### config.mk
export PLATFORM = sky130hd
export DESIGN_NAME = fp_minmax_cmp
export DESIGN_NICKNAME = d
export VERILOG_FILES = /design/src/rtl/fpu_mc_pkg.sv /design/src/rtl/fp_class.sv /design/src/rtl/fp_order.sv /design/src/rtl/fp_mm_pick.sv /design/src/rtl/fp_minmax_cmp.sv
export SDC_FILE = /design/constraint.sdc
export NUM_CORES = 1
export LEC_CHECK = 0
export ABC_AREA = 0
export BUFFER_PORTS_ARGS = -buffer_cell sky130_fd_sc_hd__buf_2
export CAP_MARGIN = 20
export CORE_AREA = 2 2 81 83
export DETAILED_ROUTE_END_ITERATION = 16
export DIE_AREA = 0 0 83 85
export PLACE_DENSITY_LB_ADDON = 0.1
export SETUP_SLACK_MARGIN = 0.3
export SLEW_MARGIN = 20
export SYNTH_ARGS = -nofsm -noshare
export SYNTH_HDL_FRONTEND = slang
export SYNTH_SLANG_ARGS = --single-unit
export TNS_END_PERCENT = 1
### constraint.sdc
create_clock -name vclk -period 3.05
set_input_delay 0.1525 -clock vclk [all_inputs]
set_output_delay 0.1525 -clock vclk [all_outputs]
set_load 0.02 [all_outputs]
### src/rtl/fpu_mc_pkg.sv
package fpu_mc_pkg;
  parameter int unsigned EXP_W = 8;
  parameter int unsigned MAN_W = 23;
  parameter int unsigned FLEN  = 1 + EXP_W + MAN_W;
  parameter int unsigned FLAG_W = 5;
  parameter int unsigned NV_BIT = 4;

  typedef enum logic [1:0] {
    OP_MIN = 2'd0,
    OP_MAX = 2'd1,
    OP_LE  = 2'd2,
    OP_LT  = 2'd3
  } mc_op_e;

  typedef struct packed {
    logic sign;
    logic zero;
    logic inf;
    logic nan;
    logic snan;
  } fp_cls_t;
endpackage

### src/rtl/fp_class.sv
module fp_class
  import fpu_mc_pkg::*;
#(
  parameter int unsigned E_W = EXP_W,
  parameter int unsigned M_W = MAN_W,
  localparam int unsigned W = 1 + E_W + M_W
) (
  input  logic [W-1:0] val_i,
  output fp_cls_t      cls_o
);
  logic [E_W-1:0] exp_f;
  logic [M_W-1:0] man_f;
  logic           exp_ones;

  assign exp_f    = val_i[W-2 -: E_W];
  assign man_f    = val_i[M_W-1:0];
  assign exp_ones = &exp_f;

  always_comb begin
    cls_o.sign = val_i[W-1];
    cls_o.zero = (exp_f == '0) && (man_f == '0);
    cls_o.inf  = exp_ones && (man_f == '0);
    cls_o.nan  = exp_ones && (man_f != '0);
    cls_o.snan = exp_ones && (man_f != '0) && !man_f[M_W-1];
  end

  always_comb begin
    snan_is_nan_chk: assert (!cls_o.snan || cls_o.nan);
  end
endmodule

### src/rtl/fp_order.sv
module fp_order
  import fpu_mc_pkg::*;
#(
  parameter int unsigned W = FLEN
) (
  input  logic [W-1:0] a_i,
  input  logic [W-1:0] b_i,
  input  fp_cls_t      cls_a_i,
  input  fp_cls_t      cls_b_i,
  output logic         lt_tot_o,  // total order, -0 < +0
  output logic         lt_num_o,  // numeric, zeros equal
  output logic         eq_num_o
);
  logic [W-2:0] mag_a, mag_b;
  logic         both_zero;

  assign mag_a     = a_i[W-2:0];
  assign mag_b     = b_i[W-2:0];
  assign both_zero = cls_a_i.zero && cls_b_i.zero;

  always_comb begin
    if (cls_a_i.sign != cls_b_i.sign) lt_tot_o = cls_a_i.sign;
    else if (cls_a_i.sign)            lt_tot_o = mag_a > mag_b;
    else                              lt_tot_o = mag_a < mag_b;
  end

  assign lt_num_o = lt_tot_o && !both_zero;
  assign eq_num_o = (a_i == b_i) || both_zero;

  always_comb begin

    tot_irreflexive_chk: assert (!(lt_tot_o && (a_i == b_i)));

    lt_eq_excl_chk: assert (!(lt_num_o && eq_num_o));
  end
endmodule

### src/rtl/fp_mm_pick.sv
module fp_mm_pick
  import fpu_mc_pkg::*;
#(
  parameter int unsigned E_W = EXP_W,
  parameter int unsigned M_W = MAN_W,
  localparam int unsigned W = 1 + E_W + M_W,
  localparam logic [W-1:0] CANON = {1'b0, {E_W{1'b1}}, 1'b1, {(M_W-1){1'b0}}}
) (
  input  logic [W-1:0] a_i,
  input  logic [W-1:0] b_i,
  input  fp_cls_t      cls_a_i,
  input  fp_cls_t      cls_b_i,
  input  logic         lt_tot_i,
  input  logic         is_max_i,
  input  logic         nanprop_i,
  output logic [W-1:0] res_o,
  output logic         invalid_o
);
  logic take_a;

  assign take_a    = is_max_i ? !lt_tot_i : lt_tot_i;
  assign invalid_o = cls_a_i.snan || cls_b_i.snan;

  always_comb begin
    if (cls_a_i.nan || cls_b_i.nan) begin
      if (nanprop_i || (cls_a_i.nan && cls_b_i.nan)) res_o = CANON;
      else if (cls_a_i.nan)                          res_o = b_i;
      else                                           res_o = a_i;
    end else begin
      res_o = take_a ? a_i : b_i;
    end
  end

  always_comb begin

    if (cls_a_i.nan && !cls_b_i.nan && !nanprop_i)
      one_nan_pass_chk: assert (res_o == b_i);

    if (!cls_a_i.nan && !cls_b_i.nan)
      mm_no_nv_chk: assert (!invalid_o);
  end
endmodule

### src/rtl/fp_minmax_cmp.sv
module fp_minmax_cmp
  import fpu_mc_pkg::*;
#(
  parameter int unsigned E_W = EXP_W,
  parameter int unsigned M_W = MAN_W,
  localparam int unsigned W = 1 + E_W + M_W,
  localparam logic [W-1:0] CANON = {1'b0, {E_W{1'b1}}, 1'b1, {(M_W-1){1'b0}}}
) (
  input  logic [W-1:0]      a_i,
  input  logic [W-1:0]      b_i,
  input  logic [1:0]        op_i,
  input  logic              nanprop_i,
  input  logic              quiet_i,
  output logic [W-1:0]      result_o,
  output logic [FLAG_W-1:0] flags_o
);
  fp_cls_t    cls [2];
  logic [W-1:0] opnd [2];
  logic lt_tot, lt_num, eq_num;
  logic [W-1:0] mm_res;
  logic mm_nv, any_nan, any_snan, is_cmp, cmp_bit, cmp_nv, nv;
  mc_op_e op;

  assign opnd[0] = a_i;
  assign opnd[1] = b_i;
  assign op      = mc_op_e'(op_i);

  for (genvar i = 0; i < 2; i++) begin : g_cls
    fp_class #(.E_W(E_W), .M_W(M_W)) u_cls (.val_i(opnd[i]), .cls_o(cls[i]));
  end

  fp_order #(.W(W)) u_ord (
    .a_i(a_i), .b_i(b_i), .cls_a_i(cls[0]), .cls_b_i(cls[1]),
    .lt_tot_o(lt_tot), .lt_num_o(lt_num), .eq_num_o(eq_num)
  );

  fp_mm_pick #(.E_W(E_W), .M_W(M_W)) u_mm (
    .a_i(a_i), .b_i(b_i), .cls_a_i(cls[0]), .cls_b_i(cls[1]),
    .lt_tot_i(lt_tot), .is_max_i(op == OP_MAX), .nanprop_i(nanprop_i),
    .res_o(mm_res), .invalid_o(mm_nv)
  );

  assign any_nan  = cls[0].nan  || cls[1].nan;
  assign any_snan = cls[0].snan || cls[1].snan;
  assign is_cmp   = (op == OP_LE) || (op == OP_LT);

  always_comb begin
    if (any_nan)          cmp_bit = 1'b0;
    else if (op == OP_LE) cmp_bit = lt_num || eq_num;
    else                  cmp_bit = lt_num;
  end

  assign cmp_nv = quiet_i ? any_snan : any_nan;
  assign nv     = is_cmp ? cmp_nv : mm_nv;

  always_comb begin
    flags_o         = '0;
    flags_o[NV_BIT] = nv;
  end

  assign result_o = is_cmp ? {{(W-1){1'b0}}, cmp_bit} : mm_res;

  always_comb begin

    flags_lo_zero_chk: assert (flags_o[NV_BIT-1:0] == '0);

    if (is_cmp) cmp_bool_chk: assert (result_o[W-1:1] == '0);

    if (!is_cmp && nanprop_i && any_nan) nanprop_canon_chk: assert (result_o == CANON);

    if (is_cmp && quiet_i && !any_snan) quiet_qnan_chk: assert (!flags_o[NV_BIT]);

    if (is_cmp && any_nan) cmp_nan_false_chk: assert (result_o == '0);
  end
endmodule

==> results of run 1 <==
-- per-layer routing --
layer,up-vias,GRT usage [%]
li1,1576,-
met1,1561,33.0
met2,130,49.8
met3,14,1.85
met4,2,6.86
met5,-,0
-- cell families (layout without fill, tap and decap cells) --
logic type,count (synthesis),after routing
other cells,1,4
fa+ha+maj,32,32
compound gates,125,125
mux,23,23
buf+inv,66,209
simple gates,84,84
-- what timing repair did --
item,CTS,global route
resized for setup,40,36
cloned,2,1
buffers inserted,4,2
pin swaps,7,11
setup endpoints to repair,31,32
-- power groups by stage --
stage | Clock (µW) | Combinational, µW | Sequential [µW]
2_1_floorplan | 0 | 373 | 0
3_3_place_gp | 0 | 597 | 0
3_5_place_dp | 0 | 604 | 0
4_1_cts | 0 | 692 | 0
5_1_grt | 0 | 802 | 0
6_report | 0 | 752 | 0
-- how the worst min path moves through the flow --
stage	end	cells past startpoint	slack, ps	from
6_report	flags_o[4]	4	750	quiet_i
3_3_place_gp	flags_o[4]	4	740	quiet_i
2_1_floorplan	result_o[24]	2	460	b_i[24]
4_1_cts	flags_o[4]	4	760	quiet_i
3_5_place_dp	flags_o[4]	4	750	quiet_i
5_1_grt	flags_o[4]	4	780	b_i[22]
-- area by class of cell --
cell class,instances,share of cell area [%]
Multi-Input combinational cell,268,62.7
Inverter,39,4.04
Timing Repair Buffer,170,30.9
Tap cell,77,2.34
-- cells in the mapped netlist, types with 2 or more instances --
cell type | number | area (µm²)
sky130_fd_sc_hd__a211oi_1 | 24 | 180
sky130_fd_sc_hd__a21oi_1 | 25 | 125
sky130_fd_sc_hd__a221o_1 | 2 | 20.0
sky130_fd_sc_hd__a22oi_1 | 22 | 165
sky130_fd_sc_hd__a31oi_1 | 10 | 62.6
sky130_fd_sc_hd__buf_4 | 6 | 45.0
sky130_fd_sc_hd__buf_6 | 3 | 33.8
sky130_fd_sc_hd__clkbuf_1 | 17 | 63.8
sky130_fd_sc_hd__ha_1 | 31 | 388
sky130_fd_sc_hd__inv_1 | 39 | 146
sky130_fd_sc_hd__mux2i_1 | 23 | 230
sky130_fd_sc_hd__nand2_1 | 13 | 48.8
sky130_fd_sc_hd__nand3_1 | 11 | 55.1
sky130_fd_sc_hd__nand3b_1 | 9 | 67.6
sky130_fd_sc_hd__nand4_1 | 15 | 93.8
sky130_fd_sc_hd__nor2_1 | 9 | 33.8
sky130_fd_sc_hd__nor2b_1 | 2 | 12.5
sky130_fd_sc_hd__nor3_1 | 5 | 25.0
sky130_fd_sc_hd__nor4_1 | 15 | 93.8
sky130_fd_sc_hd__o21a_1 | 2 | 15.0
sky130_fd_sc_hd__o21ai_0 | 27 | 135
sky130_fd_sc_hd__o221ai_1 | 2 | 17.5
-- critical path: cells and delay by family --
| family | cells | cell delay (ps) |
|---|---|---|
| buffers and inverters | 5 | 860 |
| adder cells (fa/ha/maj) | 1 | 260 |
| AO/OA/AOI/OAI | 5 | 1030 |
| multiplexers | 1 | 220 |
| AND/OR/NAND/NOR | 2 | 430 |
-- placed cells by master (no fill, tap or decap), drive strengths merged, types with 2 or more instances in the layout --
| master | Yosys | final |
|---|---|---|
| nor4 | 16 | 16 |
| o21ai | 27 | 27 |
| nor3 | 5 | 5 |
| o21a | 2 | 2 |
| o221ai | 2 | 2 |
| ha | 31 | 31 |
| nor2 | 9 | 9 |
| inv | 39 | 39 |
| a211oi | 25 | 25 |
| a31oi | 10 | 10 |
| buf | 10 | 169 |
| nand4 | 15 | 15 |
| a22oi | 22 | 22 |
| nand3b | 9 | 9 |
| mux2i | 23 | 23 |
| nand2 | 14 | 14 |
| a221o | 2 | 2 |
| conb | 1 | 4 |
| nor2b | 2 | 2 |
| a21oi | 25 | 25 |
| nand3 | 11 | 11 |
-- metrics by stage --
step,std cells,power (µW),area (µm²),util [%]
4_1_cts,551,692,3900,62.8
3_3_place_gp,545,597,3650,58.8
2_1_floorplan,334,373,2690,-
6_report,554,752,4120,66.5
5_1_grt,554,802,4120,66.5
3_5_place_dp,545,604,3650,58.8
==> reports/summary.log, run 1 <==
INFO  clocking       cts.hold.buffers_added=0
INFO  timing         rsz_0062_raised_after_global_routing=true
INFO  route          drcViolationCount=0
INFO  setup_path     data_required_critical_path=2900ps
INFO  yosys          avgSynthCellArea=6.71µm²
INFO  yosys          yosysWarningCount=0
INFO  grt            grt-ovfl-total=0
INFO  power_and_ir_drop pwr_density_cell=182mW/mm²
INFO  setup_path     timing.critical_path.to_type=output pin
INFO  timing         worst_pin_slew=658ps
INFO  setup_path     worstPathMaxFanout=5
INFO  timing         setup-violations-final=28
INFO  place          pre_cts_ws=-110ps
INFO  cells_and_area area_growth_syn_to_layout=85.7%
INFO  outcome        outcome=complete, but fails checks
INFO  route          detail_route.first_pass.iterations=5
INFO  die            die_w=83µm
INFO  route          dr_wl_met2=5090µm
INFO  setup_path     cp_common_cell=sky130_fd_sc_hd__buf_4
INFO  grt            vias_in_the_first_global_route=3271
INFO  power_and_ir_drop p_switching=382µW
INFO  cells_and_area nFlopsAndLatches=0
INFO  setup_path     worstPathArrival=2970ps
INFO  setup_path     worstSetupEndpoint=result_o[9]
INFO  place          port_buffers=101
INFO  setup_path     crit_type=primary input to output pin
INFO  die            io-pin-count=105
INFO  setup_path     cpMaxStageDelayCell=sky130_fd_sc_hd__a311o_1
INFO  route          drt-initial-drc-count=163
INFO  route          topRoutingLayerUsed=met5
INFO  route          final_wirelength=9990µm
INFO  route          wl_per_cell=18.0µm
INFO  route          antenna_violating_nets_post_route=0
INFO  setup_path     crit_chain=buf_4 -> ha_4 -> nand4_1 -> buf_4 -> nor4_4 -> a21oi_1 -> a22o_1 -> a311o_1 -> a211oi_4 -> buf_6 -> clkbuf_16 -> mux2i_1 -> a211oi_2 -> buf_2
INFO  yosys          fraction_of_the_mapped_netlist_area_in_adder_cells=17.9%
INFO  place          hpwl=7290µm
INFO  cells_and_area layout.clock_buffers=0
INFO  yosys          synthXorXnorAreaFrac=0%
INFO  yosys          seq_area_frac_synth=0%
INFO  grt            grt_first_pass_wirelength=15800µm
INFO  die            core_rows=29
INFO  die            die-height=85µm
INFO  grt            grt_antenna_before_repair=1
INFO  cells_and_area nFillCells=545
INFO  power_and_ir_drop irDropWorstVdd=0.108mV
INFO  die            floorplan.die_area=0.00706mm²
INFO  hold_path      hold_path_class=primary input to output pin
INFO  die            floorplan.initialDensity=35.8%
INFO  yosys          syn_std_cell_area=0.00222mm²
INFO  cells_and_area layout-drive-gt1-share=55.6%
INFO  power_and_ir_drop power_leakage=0.00188µW
INFO  die            fp.coreArea=0.00620mm²
INFO  yosys          yosys.area_share.simple=21.6%
INFO  timing         finalWorstPathRequiredPeriod=3120ps
INFO  cells_and_area layout.nets=578
INFO  power_and_ir_drop p_seq_share=0%
INFO  setup_path     setup.worst_path.start=a_i[20]
INFO  cells_and_area area.sequential=0µm²
INFO  timing         fin_tns_setup=-1180ps
INFO  route          wl_met1=4240µm
INFO  setup_path     worst_setup_path_start_kind=primary input
INFO  outcome        violations=setup timing
INFO  power_and_ir_drop power.combinational.fraction=100.0%
INFO  grt            grt_start_max_net_pins=33
INFO  power_and_ir_drop power.switching_fraction=50.8%
INFO  yosys          synth_compound_area_share=36.8%
INFO  route          route.vias.total=3283
INFO  place          routabilityCongestion=0.949
INFO  timing         timing.hold.ws=753ps
INFO  run            max_cap_violations=0
INFO  yosys          synth.lib_cells_used.distinct=41
INFO  timing         slew-limit-headroom=56.1%
INFO  yosys          synth_top_family_by_area=compound AO/OA/AOI/OAI gates
INFO  timing         timing.final.hold_violations=0
INFO  cells_and_area multiInputGateArea=0.00259mm²
INFO  timing         report.final.slew_viol_count=0
INFO  power_and_ir_drop clock_power_share=0%
INFO  route          vias_per_cell=5.93
INFO  timing         postLayoutSetupSlackWorst=-70.9ps
INFO  grt            track_usage=26.6%
INFO  route          detailroute.wirelength.met3=560µm
INFO  power_and_ir_drop power.internal=370µW
INFO  cells_and_area antenna_cell_count=0
INFO  setup_path     max_incr_delay_on_cp=330ps
INFO  yosys          muxShareOfSynthArea=10.4%
INFO  timing         max_freq=320MHz
INFO  yosys          netlist_instances=331
INFO  timing         final.period_utilization=102%
Power figures use the tool's default switching activity.
==> run 2, diff against run 1 <==
Settings changed: PLACE_DENSITY from default to 0.65, PLACE_DENSITY_LB_ADDON 0.1 to default, RECOVER_POWER from default to 50.
==> run 2 against run 1 <==
The run still ends with setup timing left. Global-route usage increased by 0.18 points. Count of clock-buffer cells in the layout is the same. Worst setup slack improved by 19 ps. Largest cell class unchanged. Largest power group unchanged. Highest routed layer is now met4.
==> reports/summary.log, run 2 (synthesis gave the netlist of run 1 again) <==
INFO  timing         report.final.slew_viol_count=0
INFO  place          hpwl=7350µm
INFO  cells_and_area area_growth_syn_to_layout=91.9%
INFO  setup_path     cp_common_cell=sky130_fd_sc_hd__buf_4
INFO  die            core_rows=29
INFO  timing         final.period_utilization=102%
INFO  cells_and_area antenna_cell_count=0
INFO  grt            grt_first_pass_wirelength=16000µm
INFO  cells_and_area area.sequential=0µm²
INFO  route          vias_per_cell=6.02
INFO  setup_path     data_required_critical_path=2900ps
INFO  timing         worst_pin_slew=631ps
INFO  timing         finalWorstPathRequiredPeriod=3100ps
INFO  die            floorplan.die_area=0.00706mm²
INFO  grt            grt-ovfl-total=0
INFO  cells_and_area layout-drive-gt1-share=58.5%
INFO  route          antenna_violating_nets_post_route=0
INFO  route          drt-initial-drc-count=133
INFO  route          final_wirelength=10300µm
INFO  setup_path     cpMaxStageDelayCell=sky130_fd_sc_hd__a311o_1
INFO  grt            gr-usage-met3=2.43%
INFO  hold_path      hold_path_depth=4
INFO  cells_and_area layout.clock_buffers=0
INFO  timing         max_freq=322MHz
INFO  place          routabilityCongestion=0.870
INFO  setup_path     crit_type=primary input to output pin
INFO  run            max_cap_violations=0
INFO  setup_path     worstPathArrival=2950ps
INFO  cells_and_area commonest_non_fill_non_tap_cells_in_the_layout=sky130_fd_sc_hd__buf_4, sky130_fd_sc_hd__buf_2, sky130_fd_sc_hd__ha_4, sky130_fd_sc_hd__o21ai_0, sky130_fd_sc_hd__a21oi_1
INFO  grt            track_usage=26.8%
INFO  die            floorplan.initialDensity=35.8%
INFO  die            die-height=85µm
INFO  setup_path     timing.critical_path.to_type=output pin
INFO  place          port_buffers=101
INFO  route          drcViolationCount=0
INFO  power_and_ir_drop power=760µW
INFO  timing         setup-violations-final=24
INFO  timing         slew-limit-headroom=57.9%
INFO  outcome        outcome=complete, but fails checks
INFO  grt            grt_util_met2=50.4%
INFO  clocking       cts.hold.buffers_added=0
INFO  timing         postLayoutSetupSlackWorst=-51.7ps
INFO  die            fp.coreArea=0.00620mm²
INFO  route          route.vias.total=3354
INFO  grt            gr-max-usage-layer=met2
INFO  setup_path     worst_setup_path_start_kind=primary input
INFO  timing         timing.final.hold_violations=0
INFO  outcome        violations=setup timing
INFO  setup_path     crit_chain=buf_2 -> inv_2 -> ha_4 -> nand3_2 -> nor4_4 -> buf_4 -> nand2_2 -> a22o_1 -> a311o_1 -> a211oi_4 -> buf_6 -> buf_16 -> mux2i_4 -> a211oi_2 -> buf_4
INFO  setup_path     timing.critical_path.buf_inv=6
INFO  cells_and_area nFlopsAndLatches=0
INFO  power_and_ir_drop pwr_density_cell=178mW/mm²
INFO  power_and_ir_drop irDropWorstVdd=0.0976mV
INFO  cells_and_area nFillCells=510
INFO  route          detail_route.first_pass.iterations=5
INFO  grt            vias_in_the_first_global_route=3285
INFO  route          wl_per_cell=18.4µm
INFO  hold_path      hold_path_class=primary input to output pin
INFO  power_and_ir_drop power_leakage=0.00190µW
INFO  setup_path     levels_on_crit_path=15
INFO  cells_and_area stdcell_count=557
INFO  cells_and_area layout.cells.most_common=sky130_fd_sc_hd__buf_4
INFO  setup_path     worst_path_dominant_cell_family=compound AO/OA/AOI/OAI gates
INFO  die            die_w=83µm
INFO  die            io-pin-count=105
INFO  cells_and_area layout.nets=581
INFO  place          dp_cells=549
INFO  grt            grt_start_max_net_pins=33
INFO  grt            grt_util_met1=32.8%
INFO  setup_path     worstPathMaxFanout=6
INFO  grt            grt_antenna_before_repair=0
INFO  setup_path     max_incr_delay_on_cp=330ps
INFO  timing         rsz_0062_raised_after_global_routing=true
## run 2: tightest hold or removal path: stages
cell                       delay [ps]
sky130_fd_sc_hd__buf_2             80
sky130_fd_sc_hd__or3_1             80
sky130_fd_sc_hd__o221ai_1         100
sky130_fd_sc_hd__buf_2            170
## run 2: final cells by class
type	instances	area [µm²]	share of cell area, %
timing repair buffer	173	1320	30.8
inverter	39	186	4.37
multi-input combinational	268	2670	62.5
tap	77	96.3	2.26
## run 2: power breakdown
group          internal (µW)  leakage (µW)  total [µW]  switching (µW)
sequential                 0             0           0               0
combinational            371       0.00190         760             389
clock                      0             0           0               0
## run 2: repair_timing
| item | CTS | global route |
|---|---|---|
| gates resized for setup | 66 | 43 |
| cloned | 2 | 1 |
| pin swaps | 14 | 19 |
| setup buffers | 3 | 2 |
| setup endpoints to repair | 31 | 31 |
## run 2: metal layers
layer  wire length (µm)  vias to the layer above
li1                   -                     1578
met1               4190                     1582
met2               5160                      172
met3                720                       22
met4                199                        0
met5                  0                        -
## run 2: through the flow
stage	TNS [ps]	hold WS, ps	util (%)	worst slack, ps	cell area [µm²]
2_1_floorplan	0	464	-	300	2690
3_3_place_gp	-142	722	59.0	-38.9	3660
3_5_place_dp	-1410	724	59.0	-73.2	3660
4_1_cts	-31.4	727	65.3	-7.91	4050
5_1_grt	-4110	761	68.7	-168	4260
6_report	-406	736	68.7	-51.7	4260
## run 2: worst paths after layout
path | startpoint | endpoint | slack (ps)
worst max-delay path | b_i[1] | result_o[21] | -50
worst min-delay path | quiet_i | flags_o[4] | 740
